[src/rtl/sio_cfg_pkg.sv]
// Shared constants and types for the short I/O configuration port decoder.
// Assumes a six-bit address modifier field.
package sio_cfg_pkg;
    localparam logic [5:0] AM_SIO_SUP = 6'h2D;
    localparam logic [5:0] AM_SIO_USR = 6'h29;

    // Decoded view of the current bus cycle.
    typedef struct packed {
        logic hit;
        logic odd;
        logic even;
        logic wr;
    } sio_acc_t;
endpackage

[src/rtl/sio_win_match.sv]
// Window and privilege decode. Compares the upper address bits with the
// base switches and filters the address modifier. Purely combinational.
// Assumes the switch inputs are already logic levels (open = 1).
module sio_win_match
    import sio_cfg_pkg::*;
#(
    parameter int BASE_W = 6
) (
    input  logic              as_i,
    input  logic              ds_odd_i,
    input  logic              ds_even_i,
    input  logic              write_i,
    input  logic [BASE_W-1:0] addr_hi_i,
    input  logic [5:0]        am_i,
    input  logic [BASE_W-1:0] base_sw_i,
    input  logic              sup_only_i,
    output sio_acc_t          acc_o
);
    logic win_ok;
    logic am_ok;

    // Compare window bits and accept modifier codes by privilege rule.
    always_comb begin
        win_ok     = (addr_hi_i == base_sw_i);
        am_ok      = (am_i == AM_SIO_SUP) || ((am_i == AM_SIO_USR) && !sup_only_i);
        acc_o.hit  = as_i && (ds_odd_i || ds_even_i) && win_ok && am_ok;
        acc_o.odd  = ds_odd_i;
        acc_o.even = ds_even_i;
        acc_o.wr   = write_i;
    end
endmodule

[src/rtl/sio_ack_ctrl.sv]
// Acknowledge and strobe control. Registers the decode hit so that the
// acknowledge follows one clock later, and issues one RTC read or write
// pulse per access. Assumes the strobes are released between accesses.
module sio_ack_ctrl
    import sio_cfg_pkg::*;
(
    input  logic     clk,
    input  logic     rst_n,
    input  sio_acc_t acc_i,
    output logic     dtack_o,
    output logic     rd_pulse_o,
    output logic     wr_pulse_o
);
    logic ack_q;
    logic rd_q;
    logic wr_q;
    logic first_w;

    // First cycle of an accepted access on the odd lane.
    always_comb first_w = acc_i.hit && !ack_q && acc_i.odd;

    // Track the acknowledge state and the single-cycle pulses.
    always_ff @(posedge clk) begin
        if (!rst_n) begin
            ack_q <= 1'b0;
            rd_q  <= 1'b0;
            wr_q  <= 1'b0;
        end else begin
            ack_q <= acc_i.hit;
            rd_q  <= first_w && !acc_i.wr;
            wr_q  <= first_w && acc_i.wr;
        end
    end

    // Release the acknowledge as soon as the cycle goes away.
    always_comb begin
        dtack_o    = ack_q && acc_i.hit;
        rd_pulse_o = rd_q;
        wr_pulse_o = wr_q;
    end
endmodule

[src/rtl/sio_status_mux.sv]
// Read-data steering. Packs the per-bank type and size codes into the
// even-lane status byte and routes RTC read data to the odd lane. Lanes
// not being read drive zero. Assumes NUM_BANKS*(TYPE_W+SIZE_W) <= DATA_W/2.
module sio_status_mux
    import sio_cfg_pkg::*;
#(
    parameter int NUM_BANKS = 2,
    parameter int TYPE_W    = 2,
    parameter int SIZE_W    = 2,
    parameter int DATA_W    = 16
) (
    input  logic [NUM_BANKS*TYPE_W-1:0] bank_type_i,
    input  logic [NUM_BANKS*SIZE_W-1:0] bank_size_i,
    input  logic [DATA_W/2-1:0]         rtc_rdata_i,
    input  logic                        dtack_i,
    input  sio_acc_t                    acc_i,
    output logic [DATA_W-1:0]           data_o
);
    localparam int LANE_W  = DATA_W / 2;
    localparam int FIELD_W = TYPE_W + SIZE_W;
    localparam int USED_W  = NUM_BANKS * FIELD_W;

    logic [LANE_W-1:0] status_w;
    logic              rd_ok;

    // One field per bank: size in the low bits, type above it.
    for (genvar b = 0; b < NUM_BANKS; b++) begin : g_bank
        assign status_w[b*FIELD_W +: SIZE_W]          = bank_size_i[b*SIZE_W +: SIZE_W];
        assign status_w[b*FIELD_W + SIZE_W +: TYPE_W] = bank_type_i[b*TYPE_W +: TYPE_W];
    end

    // Spare status bits read as zero.
    if (USED_W < LANE_W) begin : g_pad
        assign status_w[LANE_W-1:USED_W] = '0;
    end

    // Drive each lane only during an acknowledged read of that lane.
    always_comb begin
        rd_ok  = dtack_i && !acc_i.wr;
        data_o = '0;
        if (rd_ok && acc_i.even) data_o[DATA_W-1:LANE_W] = status_w;
        if (rd_ok && acc_i.odd)  data_o[LANE_W-1:0]      = rtc_rdata_i;
    end
endmodule

[src/rtl/sio_cfg_decoder.sv]
// Top level of the short I/O configuration port decoder. Decodes a
// 2**WIN_LOG2-byte window, gives the RTC register port its select, index
// and pulses, returns the bank status byte and acknowledges the cycle.
// Assumes synchronous bus inputs.
module sio_cfg_decoder
    import sio_cfg_pkg::*;
#(
    parameter int ADDR_W    = 16,
    parameter int WIN_LOG2  = 10,
    parameter int IDX_W     = 4,
    parameter int NUM_BANKS = 2,
    parameter int TYPE_W    = 2,
    parameter int SIZE_W    = 2,
    parameter int DATA_W    = 16
) (
    input  logic                          clk,
    input  logic                          rst_n,
    input  logic                          as_i,
    input  logic                          ds_odd_i,
    input  logic                          ds_even_i,
    input  logic                          write_i,
    input  logic [ADDR_W-1:1]             addr_i,
    input  logic [5:0]                    am_i,
    input  logic [ADDR_W-WIN_LOG2-1:0]    base_sw_i,
    input  logic                          sup_only_i,
    input  logic [NUM_BANKS*TYPE_W-1:0]   bank_type_i,
    input  logic [NUM_BANKS*SIZE_W-1:0]   bank_size_i,
    input  logic [DATA_W/2-1:0]           rtc_rdata_i,
    output logic                          rtc_sel_o,
    output logic [IDX_W-1:0]              rtc_idx_o,
    output logic                          rtc_rd_o,
    output logic                          rtc_wr_o,
    output logic                          dtack_o,
    output logic [DATA_W-1:0]             data_o
);
    localparam int BASE_W = ADDR_W - WIN_LOG2;

    sio_acc_t acc;

    sio_win_match #(.BASE_W(BASE_W)) u_match (
        .as_i       (as_i),
        .ds_odd_i   (ds_odd_i),
        .ds_even_i  (ds_even_i),
        .write_i    (write_i),
        .addr_hi_i  (addr_i[ADDR_W-1:WIN_LOG2]),
        .am_i       (am_i),
        .base_sw_i  (base_sw_i),
        .sup_only_i (sup_only_i),
        .acc_o      (acc)
    );

    sio_ack_ctrl u_ack (
        .clk        (clk),
        .rst_n      (rst_n),
        .acc_i      (acc),
        .dtack_o    (dtack_o),
        .rd_pulse_o (rtc_rd_o),
        .wr_pulse_o (rtc_wr_o)
    );

    sio_status_mux #(
        .NUM_BANKS (NUM_BANKS),
        .TYPE_W    (TYPE_W),
        .SIZE_W    (SIZE_W),
        .DATA_W    (DATA_W)
    ) u_data (
        .bank_type_i (bank_type_i),
        .bank_size_i (bank_size_i),
        .rtc_rdata_i (rtc_rdata_i),
        .dtack_i     (dtack_o),
        .acc_i       (acc),
        .data_o      (data_o)
    );

    // RTC select and index; upper offset bits only repeat the registers.
    always_comb begin
        rtc_sel_o = acc.hit && acc.odd;
        rtc_idx_o = addr_i[IDX_W:1];
    end
endmodule

[config.mk]
export PLATFORM = sky130hd
export DESIGN_NAME = sio_cfg_decoder
export DESIGN_NICKNAME = d
export VERILOG_FILES = /design/src/rtl/sio_cfg_pkg.sv /design/src/rtl/sio_win_match.sv /design/src/rtl/sio_ack_ctrl.sv /design/src/rtl/sio_status_mux.sv /design/src/rtl/sio_cfg_decoder.sv
export SDC_FILE = /design/constraint.sdc
export NUM_CORES = 1
export LEC_CHECK = 0
export CAP_MARGIN = 25
export CORE_MARGIN = 2
export CORE_UTILIZATION = 28
export CTS_BUF_LIST = sky130_fd_sc_hd__clkbuf_4
export CTS_CLUSTER_DIAMETER = 150
export DETAILED_ROUTE_END_ITERATION = 12
export HOLD_SLACK_MARGIN = 0.15
export PLACE_DENSITY = 0.86
export SLEW_MARGIN = 15
export SYNTH_ARGS = -nofsm -noshare
export SYNTH_HDL_FRONTEND = slang
export SYNTH_SLANG_ARGS = --single-unit
[constraint.sdc]
create_clock -name clk -period 1.5 [get_ports clk]
set_clock_uncertainty 0.15 [all_clocks]
set_input_delay 0.15 -clock clk [delete_from_list [all_inputs] [get_ports clk]]
set_output_delay 0.15 -clock clk [all_outputs]
set_load 0.01 [all_outputs]
==> results.md, run 1 <==
* Syn avg cell area at 9.41 um2
* Yosys warning total at 0
* PnR worst setup slack at -186 ps
* Endpoint class of the critical path: output pin
* Pin count of the biggest net entering global routing at 10
* Antenna viol nets, final at 0
* Drt first pass iters at 4
* I/O pin cnt at 74
* Top cell type's share of synthesized area at 37.5%
* Sw Ratio at 29.5%
* GRT Total Usage at 25.7%
* Clock transition at the registers of the reported paths at 40 ps
* Post-Synth XOR/XNOR Area at 7.87%
* Beginning of the worst hold path: addr_i[2]
* Adder-Cell Fraction of Synth Area at 0%
* Most frequent cells after synthesis: 20 x nor4_2, 16 x nand3b_1, 6 x xnor2_1
* GPL Wtd Cong at 0.756
* Fin nets at 200
* PwrDens at 348 mW/mm2
* WHS Endpoint: rtc_idx_o[1]
* Skew-Pair Late Insertion Delay at 230 ps
* Share of layout cells above drive strength 1 at 65.1%
* CTS tree: built
* Largest area contributor in the netlist: nor4_2
* Detailed Route WL at 3290 um
* Synth Area in Compound Gates at 1.50%
* Global route total overflow at 0
* Synth cell types at 20
* WHS Path Cells at 0
* Post-Synth Simple-Gate Area at 68.5%
* Final Max Tran Viols at 0
* Initial Util at 29.9%
* Mapped cell area at 668 um2
* VDD IR max at 0.000486 V
* Die H at 52.9 um
* Slew HR at 68.5%
* Setup violations, final at 18
* Max cap viols at 0
* Sink Count at 3
* Clock power frac at 24.8%
* F_max at 0.593 GHz
* FP Rows at 17
* Net Count, Synth at 121
* CP max FO at 8
* Clock Tree Buf Depth at 2
* Design Power at 625 uW
* Failing checks: negative setup slack
* Max stage delay cell, worst path: dfxtp_2
* Die W at 52.9 um
* Crit path cell chain: and2_4 > nand3b_1 > nor4_4 > buf_2
* Initial DRC count at 10
* Die ar. at 0.00279 mm2
* Area delta synth->final at 168%
* Combinational Power Share at 62.4%
* Reg2reg path depth at 3
* Synth Register Bits at 3
* Slowest stage delay, CP at 330 ps
* Hold Buf Count CTS at 0
* Final Cycle Share at 112%
* Synth Instances at 71
* Drt drc at 0
* Final Hold Fails at 0
* Hold_ws at 150 ps
* Total core area at 0.00223 mm2
* P_int at 440 uW
* Ranking of synthesized cells by area: nor4_2 37%, nand3b_1 18%, dfxtp_1 9.0%
* # diodes at 0
* Clock root buffer: clkbuf_4
* Post-DP HPWL at 1730 um
* H-tree levels at 1
* Static leakage at 0.892 nW
* Routed WL per cell at 18.6 um
* Multiplexer share of the synthesized area at 0%
* Minimum clock period at 1690 ps
* Via Count at 937
* Critical path class: flip-flop to output pin
* Reg2Reg Setup Slack at 120 ps
* Port buffer count at 60
* Sequential power share at 12.8%
* Ys async rst share at 0%
* R2R Path End: u_ack.rd_pulse_o
* Worst path arrival time at 1390 ps
* Worst-Margin Slew at 468 ps
* TritonCTS buffer count at 3
* Worst Path Required at 1200 ps
* Count leader, synth: nor4_2
* Hold Path Class: input port to output pin
* Status: finished, violations left
* Via density at 5.29
* Switching Power at 185 uW
* CP startpoint kind: flip-flop
* First-pass GRT wire length at 5240 um
* Vias in the first global route at 1061
* Filler cells at 126
* Main combinational cell family by area after synthesis: simple AND/OR/NAND/NOR gates
* Antenna violations before repair at 0
* Most used DFF post-synth: dfxtp_1
* Post-synth EDFFs at 0
* Sequential fraction of the synthesis area at 8.99%
* RSZ-0062 raised after global routing: true
* Worst R2R Start: u_ack.ack_q
==> power by group through the flow <==
stage | sequential (mW) | combinational, mW | clock, mW
3_5_place_dp | 0.0814 | 0.224 | 0
3_3_place_gp | 0.0814 | 0.219 | 0
5_1_grt | 0.0802 | 0.403 | 0.163
4_1_cts | 0.0802 | 0.363 | 0.159
6_report | 0.0802 | 0.390 | 0.155
2_1_floorplan | 0.0814 | 0.0862 | 0
==> worst max-delay path by stage <==
| stage | start | endpoint | depth (start not counted) |
|---|---|---|---|
| after detailed placement | am_i[3] | data_o[14] | 6 |
| after CTS | am_i[4] | rtc_sel_o | 7 |
| after global placement | am_i[3] | data_o[11] | 6 |
| after floorplan | am_i[4] | data_o[0] | 4 |
| final | u_ack.ack_q | data_o[10] | 4 |
| after global routing | am_i[4] | dtack_o | 7 |
==> metrics by stage <==
stage	TNS, ps	area, um2	worst slack, ps	utilization [%]	instances
floorplan	0	668	124	-	71
global placement	-14700	1340	-778	60.0	157
detailed placement	-15200	1340	-806	60.0	157
CTS	-2200	1730	-183	77.6	177
global route	-3400	1790	-243	80.3	177
finish	-2470	1790	-186	80.3	177
==> repair_timing <==
item | CTS | global route
pin swaps | 33 | 9
gates cloned | 10 | 0
endpoints found under the setup margin | 21 | 21
resized for setup | 169 | 12
buffers inserted | 6 | 2
==> worst max-delay path: cells and delay by family, from the launching register on <==
family	cells	cell delay (ps)
AND/OR/NAND/NOR	3	650
flip-flops	1	330
buffers and inverters	1	170
==> area by class of cell <==
cell class	count	area, um2	area share (%)
multi-input cells	54	729	40.7
clock buffers	4	30.0	1.67
inverters	1	3.75	0.209
well taps	28	35.0	1.95
repair buffers	87	933	52.1
flip-flops and latches	3	61.3	3.42
==> cell usage in the layout, fill, tap and decap left out <==
cell type	synthesis	final
o21ai_0	2	2
or4b_1	1	1
dlygate4sd2_1	0	7
buf_6	2	11
buf_4	4	8
clkdlybuf4s15_2	0	2
buf_12	0	6
nand4b_1	1	1
dfxtp_1	3	2
nand4_1	1	1
nand2b_4	0	1
inv_1	1	1
clkbuf_4	0	4
nor4_4	0	17
nand3b_1	16	16
nand2_2	0	1
xnor2_2	0	6
dfxtp_2	0	1
nor4_1	1	1
and2_4	0	2
nand4b_4	1	1
clkdlybuf4s50_1	0	19
buf_16	0	7
bufbuf_16	0	1
buf_2	4	26
and4b_1	1	1
nor4_2	20	3
==> cells by family (layout without fill, tap and decap cells) <==
| logic type | after synthesis | in the layout |
|---|---|---|
| AND/OR/NAND/NOR | 46 | 46 |
| buffers and inverters | 14 | 92 |
| XOR/XNOR | 6 | 6 |
| flip-flops | 3 | 3 |
| AO/OA/AOI/OAI | 2 | 2 |
==> flip-flops by register name (all words and copies together), names as in the netlist <==
| signal | count |
|---|---|
| u_ack.ack_q | 1 |
| u_ack.rd_pulse_o | 1 |
| u_ack.wr_pulse_o | 1 |
==> layer usage <==
| layer | track usage [%] | part of all wire, % |
|---|---|---|
| met1 | 29.9 | 39 |
| met3 | 4.80 | 6.7 |
| met2 | 46.7 | 53 |
| met4 | 8.12 | 0.58 |
| met5 | 0 | 0 |
Note: power is estimated with default switching activity, not from simulation.
==> run 2, diff against run 1 <==
--- a/config.mk
+++ b/config.mk
@@ -5,9 +5,10 @@
 export SDC_FILE = /design/constraint.sdc
 export NUM_CORES = 1
 export LEC_CHECK = 0
-export CAP_MARGIN = 25
+export ABC_AREA = 1
+export CAP_MARGIN = 20
 export CORE_MARGIN = 2
-export CORE_UTILIZATION = 28
+export CORE_UTILIZATION = 22
 export CTS_BUF_LIST = sky130_fd_sc_hd__clkbuf_4
 export CTS_CLUSTER_DIAMETER = 150
 export DETAILED_ROUTE_END_ITERATION = 12
==> run 2 against run 1 <==
The flow still finishes with violations (negative setup slack); setup slack gained 160 ps; utilization shrank 22 points; design area shrank 36%; flip-flop and latch count is the same.
==> results.md, run 2 <==
* Status: finished, violations left (unchanged)
* Failing checks: negative setup slack (unchanged)
* Worst path top cell family by delay: simple AND/OR/NAND/NOR gates (unchanged)
* GRT Total Usage at 17.2% (was 25.7%)
* Antenna violations before repair at 0 (unchanged)
* Final instance count without filler cells at 186 (was 177)
* Clock Tree Buf Depth at 2 (unchanged)
* Die ar. at 0.00246 mm2 (was 0.00279 mm2)
* Hold Path Class: input port to output pin (unchanged)
* Final Cycle Share at 102% (was 112%)
* DP Worst Slack at -936 ps (was -806 ps)
* Synth Register Bits at 3 (unchanged)
* Placed cell count at 180 (was 157)
* VDD IR max at 0.000227 V (was 0.000486 V)
* Most frequent cells after synthesis: 32 x inv_1, 23 x nor2_1, 18 x nand2_1 (was 20 x nor4_2, 16 x nand3b_1, 6 x xnor2_1)
* # diodes at 0 (unchanged)
* Initial Util at 23.3% (was 29.9%)
* Combinational Power Share at 42.8% (was 62.4%)
* Pin count of the biggest net entering global routing at 9 (was 10)
* F_max at 0.653 GHz (was 0.593 GHz)
* Final Max Tran Viols at 0 (unchanged)
* Clock root buffer: clkbuf_4 (unchanged)
* Static leakage at 0.689 nW (was 0.892 nW)
* Design Power at 435 uW (was 625 uW)
* Worst-Margin Slew at 208 ps (was 468 ps)
* PwrDens at 380 mW/mm2 (was 348 mW/mm2)
* Routed WL per cell at 10.8 um (was 18.6 um)
* Endpoint class of the critical path: output pin (unchanged)
* Antenna viol nets, final at 0 (unchanged)
* Global route total overflow at 0 (unchanged)
* CTS tree: built (unchanged)
* Post-DP HPWL at 1570 um (was 1730 um)
* Hold_ws at 150 ps (about the same)
* Skew-Pair Late Insertion Delay at 240 ps (was 230 ps)
* Count leader, synth: inv_1 (was nor4_2)
* Slowest stage delay, CP at 190 ps (was 330 ps)
* Via Count at 792 (was 937)
* Largest area contributor in the netlist: inv_1 (was nor4_2)
* Commonest non-fill, non-tap cells in the layout: 24 x buf_2, 21 x inv_1, 20 x clkdlybuf4s50_1, 16 x buf_6, 14 x nor2_1 (was 26 x buf_2, 19 x clkdlybuf4s50_1, 17 x nor4_4, 16 x nand3b_1, 11 x buf_6)
* Synth Instances at 92 (was 71)
* CP startpoint kind: input port (was flip-flop)
* Filler cells at 183 (was 126)
* H-tree levels at 1 (unchanged)
* Cell mode on critical path: buf_6
* I/O pin cnt at 74 (unchanged)
* Reg2Reg Setup Slack at 590 ps (was 120 ps)
* Net Count, Synth at 142 (was 121)
* Max cap viols at 0 (unchanged)
* Sw Ratio at 27.9% (was 29.5%)
* Most common cell after layout, fill and taps aside: buf_2 (unchanged)
* Most used DFF post-synth: dfxtp_1 (unchanged)
* Syn avg cell area at 4.96 um2 (was 9.41 um2)
* Initial DRC count at 7 (was 10)
* CP max FO at 8 (unchanged)
* Critical path class: input port to output pin (was flip-flop to output pin)
* RSZ-0062 raised after global routing: true (unchanged)
* Area of the multi-input gates at 352 um2 (was 729 um2)
* Mapped cell area at 457 um2 (was 668 um2)
* Switching Power at 121 uW (was 185 uW)
* Port buffer count at 60 (unchanged)
* Drt drc at 0 (unchanged)
* Total core area at 0.00196 mm2 (was 0.00223 mm2)
* First-pass GRT wire length at 3250 um (was 5240 um)
* Hold Buf Count CTS at 0 (unchanged)
* Post-synth EDFFs at 0 (unchanged)
* PnR worst setup slack at -30.5 ps (was -186 ps)
* Reg area at 61.3 um2 (unchanged)
* Drt first pass iters at 4 (unchanged)
* Grt met2 use at 34.7% (was 46.7%)
* Detailed Route WL at 2020 um (was 3290 um)
* Yosys warning total at 0 (unchanged)
* Sequential power share at 18.4% (was 12.8%)
* Final Hold Fails at 0 (unchanged)
* Met3 Use GR at 5.76% (was 4.80%)
* Slew HR at 86.1% (was 68.5%)
* TritonCTS buffer count at 3 (unchanged)
* Sequential fraction of the synthesis area at 13.2% (was 8.99%)
* Ranking of synthesized cells by area: inv_1 26%, nor2_1 19%, nand2_1 15% (was nor4_2 37%, nand3b_1 18%, dfxtp_1 9.0%)
* Minimum clock period at 1530 ps (was 1690 ps)
* Fin nets at 210 (was 200)
* GR Util met1 at 15.7% (was 29.9%)
* Synth cell types at 13 (was 20)
* Max stage delay cell, worst path: nor3_4 (was dfxtp_2)
* Top cell type's share of synthesized area at 26.3% (was 37.5%)
* Setup violations, final at 16 (was 18)
* Worst path arrival time at 1230 ps (was 1390 ps)
* Most crowded layer after global routing: met2 (unchanged)
* Share of layout cells above drive strength 1 at 54.1% (was 65.1%)
* FP Rows at 16 (was 17)
* Crit path cell chain: buf_6 > nand2_4 > nor3_4 > nand3b_4 > nor2_4 > buf_6 > nand4_4 > nor2_1 > buf_2 (was and2_4 > nand3b_1 > nor4_4 > buf_2)
* Worst Path Required at 1200 ps (about the same)
* Die H at 49.6 um (was 52.9 um)
* Sink Count at 3 (unchanged)
* Vias in the first global route at 763 (was 1061)
* Buf/Inv on CP at 3 (was 1)
* Via density at 4.26 (was 5.29)
* Ys async rst share at 0% (unchanged)
* P_int at 314 uW (was 440 uW)
* GPL Wtd Cong at 0.672 (was 0.756)
* Die W at 49.6 um (was 52.9 um)
* Clock power frac at 38.8% (was 24.8%)
* Area delta synth->final at 151% (was 168%)
[run 2: cell count changes after synthesis, moves of 3 or more]
cell      before  now
buf_2          4    0
inv_1          1   32
nand2_1        1   18
nand3b_1      16    0
nor2_1         0   23
nor3_1         0    3
nor4_2        20    0
xnor2_1        6    0
[run 2: power by group through the flow]
stage / sequential, mW / clock (mW) / combinational [mW]
2_1_floorplan: 0.0815 / 0 / 0.0506
3_3_place_gp: 0.0814 / 0 / 0.156
3_5_place_dp: 0.0814 / 0 / 0.161
4_1_cts: 0.0801 / 0.167 / 0.164
5_1_grt: 0.0800 / 0.174 / 0.202
6_report: 0.0801 / 0.169 / 0.186
[run 2: cells by family after synthesis]
logic type | share of synthesized area [%]
AO/OA/AOI/OAI | 1.09
buffers and inverters | 32.9
flip-flops | 13.2
AND/OR/NAND/NOR | 52.9
[run 2: path summary, 6_finish.rpt]
check | cells past startpoint | startpoint | to
setup / recovery | 9 | as_i | data_o[6]
hold / removal | 0 | addr_i[1] | rtc_idx_o[0]
setup reg to reg | 3 | u_ack.ack_q | u_ack.wr_pulse_o
hold reg to reg | 3 | u_ack.ack_q | u_ack.rd_pulse_o
[run 2: layout make-up]
type                       count  share of cell area (%)
clock buffer                   4                    2.62
sequential                     3                    5.36
inverter                      32                    10.5
multi-input combinational     53                    30.7
timing repair buffer          67                    47.9
tap                           27                    2.95
[run 2: per-stage QoR]
step	util (%)	setup TNS, ps	cell area, um2
after floorplan	-	0	457
after global placement	56.0	-14960	1100
after detailed placement	56.0	-16690	1100
after CTS	54.9	-874	1080
after global routing	58.4	-1890	1140
final	58.4	-320	1140
[run 2: layer usage]
| metal | wire length, um | part of all wire [%] | vias up |
|---|---|---|---|
| met3 | 240 | 12 | 2 |
| met1 | 682 | 34 | 355 |
| met4 | 12 | 0.59 | 0 |
| met2 | 1080 | 54 | 47 |
| met5 | 0 | 0 | - |
| li1 | - | - | 388 |
[run 2: repair_timing]
action	CTS	global route
endpoints found under the setup margin	18	17
buffers inserted	2	0
gates resized for setup	176	28
pin swaps	43	30
==> run 3, diff against run 2 <==
--- a/config.mk
+++ b/config.mk
@@ -6,8 +6,7 @@
 export NUM_CORES = 1
 export LEC_CHECK = 0
 export ABC_AREA = 1
-export CAP_MARGIN = 20
-export CORE_MARGIN = 2
+export CAP_MARGIN = 5
 export CORE_UTILIZATION = 22
 export CTS_BUF_LIST = sky130_fd_sc_hd__clkbuf_4
 export CTS_CLUSTER_DIAMETER = 150
==> run 3 against run 2 <==
The flow still finishes with violations (negative setup slack); register-to-register slack worse by 20 ps; sequential power hardly changed; largest cell class unchanged; clock power hardly changed; flip-flop and latch count stayed put; largest power group is now clock.
==> results.md, run 3 (synthesized netlist as in run 2, its figures left out) <==
* Skew-Pair Late Insertion Delay at 240 ps (about the same)
* Static leakage at 0.688 nW (was 0.689 nW)
* Clock power frac at 40.6% (was 38.8%)
* GPL Wtd Cong at 0.682 (was 0.672)
* Minimum clock period at 1580 ps (was 1530 ps)
* Die ar. at 0.00226 mm2 (was 0.00246 mm2)
* P_int at 306 uW (was 314 uW)
* Commonest non-fill, non-tap cells in the layout: 27 x buf_2, 24 x inv_1, 20 x clkdlybuf4s50_1, 15 x nor2_1 (was 24 x buf_2, 21 x inv_1, 20 x clkdlybuf4s50_1, 16 x buf_6, 14 x nor2_1)
* RSZ-0062 raised after global routing: true (unchanged)
* Worst R2R Start: u_ack.ack_q (unchanged)
* Hold Buf Count CTS at 0 (unchanged)
* Endpoint class of the critical path: output pin (unchanged)
* Initial DRC count at 13 (was 7)
* Sw Ratio at 27.6% (was 27.9%)
* Vias in the first global route at 635 (was 763)
* PnR worst setup slack at -78.1 ps (was -30.5 ps)
* Antenna violations before repair at 0 (unchanged)
* DP Area at 0.00110 mm2 (unchanged)
* Via density at 3.98 (was 4.26)
* Sink Count at 3 (unchanged)
* PwrDens at 382 mW/mm2 (was 380 mW/mm2)
* TritonCTS buffer count at 3 (unchanged)
* Die W at 47.6 um (was 49.6 um)
* Global route total overflow at 0 (unchanged)
* Total core area at 0.00196 mm2 (unchanged)
* Most common cell after layout, fill and taps aside: buf_2 (unchanged)
* Sequential power share at 18.9% (was 18.4%)
* Final Max Tran Viols at 0 (unchanged)
* FP Rows at 16 (unchanged)
* Combinational Power Share at 40.4% (was 42.8%)
* I/O pin cnt at 74 (unchanged)
* Initial Util at 23.3% (unchanged)
* Beginning of the worst hold path: addr_i[1] (unchanged)
* Clock root buffer: clkbuf_4 (unchanged)
* Switching Power at 117 uW (was 121 uW)
* Setup violations, final at 16 (unchanged)
* Hold Path Class: input port to output pin (unchanged)
* Worst Path Required at 1200 ps (about the same)
* Drt first pass iters at 4 (unchanged)
* CP max FO at 8 (unchanged)
* Share of layout cells above drive strength 1 at 51.2% (was 54.1%)
* Critical path class: input port to output pin (unchanged)
* Worst-Margin Slew at 229 ps (was 208 ps)
* Critical path origin: write_i (was as_i)
* Detailed Route WL at 1860 um (was 2020 um)
* Die H at 47.6 um (was 49.6 um)
* CP startpoint kind: input port (unchanged)
* Pin count of the biggest net entering global routing at 9 (unchanged)
* CTS tree: built (unchanged)
* Via Count at 745 (was 792)
* VDD IR max at 0.000241 V (was 0.000227 V)
* First-pass GRT wire length at 2480 um (was 3250 um)
* Status: finished, violations left (unchanged)
* H-tree levels at 1 (unchanged)
* Routed WL per cell at 9.95 um (was 10.8 um)
* Post-DP HPWL at 1340 um (was 1570 um)
* Final Hold Fails at 0 (unchanged)
* F_max at 0.634 GHz (was 0.653 GHz)
* Core Util, Final at 56.4% (was 58.4%)
* Fin nets at 211 (was 210)
* Failing checks: negative setup slack (unchanged)
* # diodes at 0 (unchanged)
* Clock Tree Buf Depth at 2 (unchanged)
* Finished Cell Area at 0.00111 mm2 (was 0.00114 mm2)
* Drt drc at 0 (unchanged)
* Area delta synth->final at 142% (was 151%)
* Antenna viol nets, final at 0 (unchanged)
* GRT Total Usage at 15.4% (was 17.2%)
* Port buffer count at 60 (unchanged)
* Setup_tns at -847 ps (was -320 ps)
* Max cap viols at 0 (unchanged)
* Final Cycle Share at 105% (was 102%)
* Slew HR at 84.7% (was 86.1%)
* Worst path arrival time at 1280 ps (was 1230 ps)
## run 3: power by group through the flow
stage | Sequential (mW) | Clock (mW) | Combinational, mW
after detailed placement | 0.0814 | 0 | 0.160
final | 0.0800 | 0.172 | 0.171
after CTS | 0.0801 | 0.173 | 0.156
after floorplan | 0.0815 | 0 | 0.0506
after global placement | 0.0814 | 0 | 0.156
after global routing | 0.0800 | 0.175 | 0.186
## run 3: timing repair
item | CTS | global route
resized for setup | 169 | 25
setup endpoints to repair | 18 | 18
setup buffers | 2 | 1
pin swaps | 39 | 33
## run 3: metrics by stage
step | total power [mW] | instances | setup WS [ps] | hold slack [ps]
2_1_floorplan | 0.132 | 92 | 144 | 72.4
3_3_place_gp | 0.238 | 180 | -849 | 150
3_5_place_dp | 0.241 | 180 | -910 | 150
4_1_cts | 0.409 | 186 | -57.9 | 150
5_1_grt | 0.441 | 187 | -155 | 150
6_report | 0.422 | 187 | -78.1 | 150
## run 3: layout make-up
cell class / instances / area (um2)
Fill cell: 210 / 855
Timing Repair Buffer: 68 / 537
Multi-Input combinational cell: 53 / 325
Inverter: 32 / 120
Sequential cell: 3 / 61.3
Tap cell: 27 / 33.8
Clock buffer: 4 / 30.0
## run 3: path summary, 6_finish.rpt
kind / endpoint / slack [ps] / cells after the start
worst max-delay path: data_o[13] / -80 / 5
worst min-delay path: rtc_idx_o[0] / 150 / 0
worst max register to register: u_ack.wr_pulse_o / 570 / 3
worst min register to register: u_ack.wr_pulse_o / 560 / 3
## run 3: worst max-delay path: stages
cell and delay, ps:
clkdlybuf4s50_1 440, inv_1 210, nand4_4 190, nor2_1 140, buf_2 150
## run 3: layer usage
layer  GRT usage [%]  part of all wire (%)  vias up
met3            3.02                    11        2
met5               0                     0        -
met4            7.78                  0.38        0
met1            14.3                    35      312
li1                -                     -      389
met2            31.2                    53       42
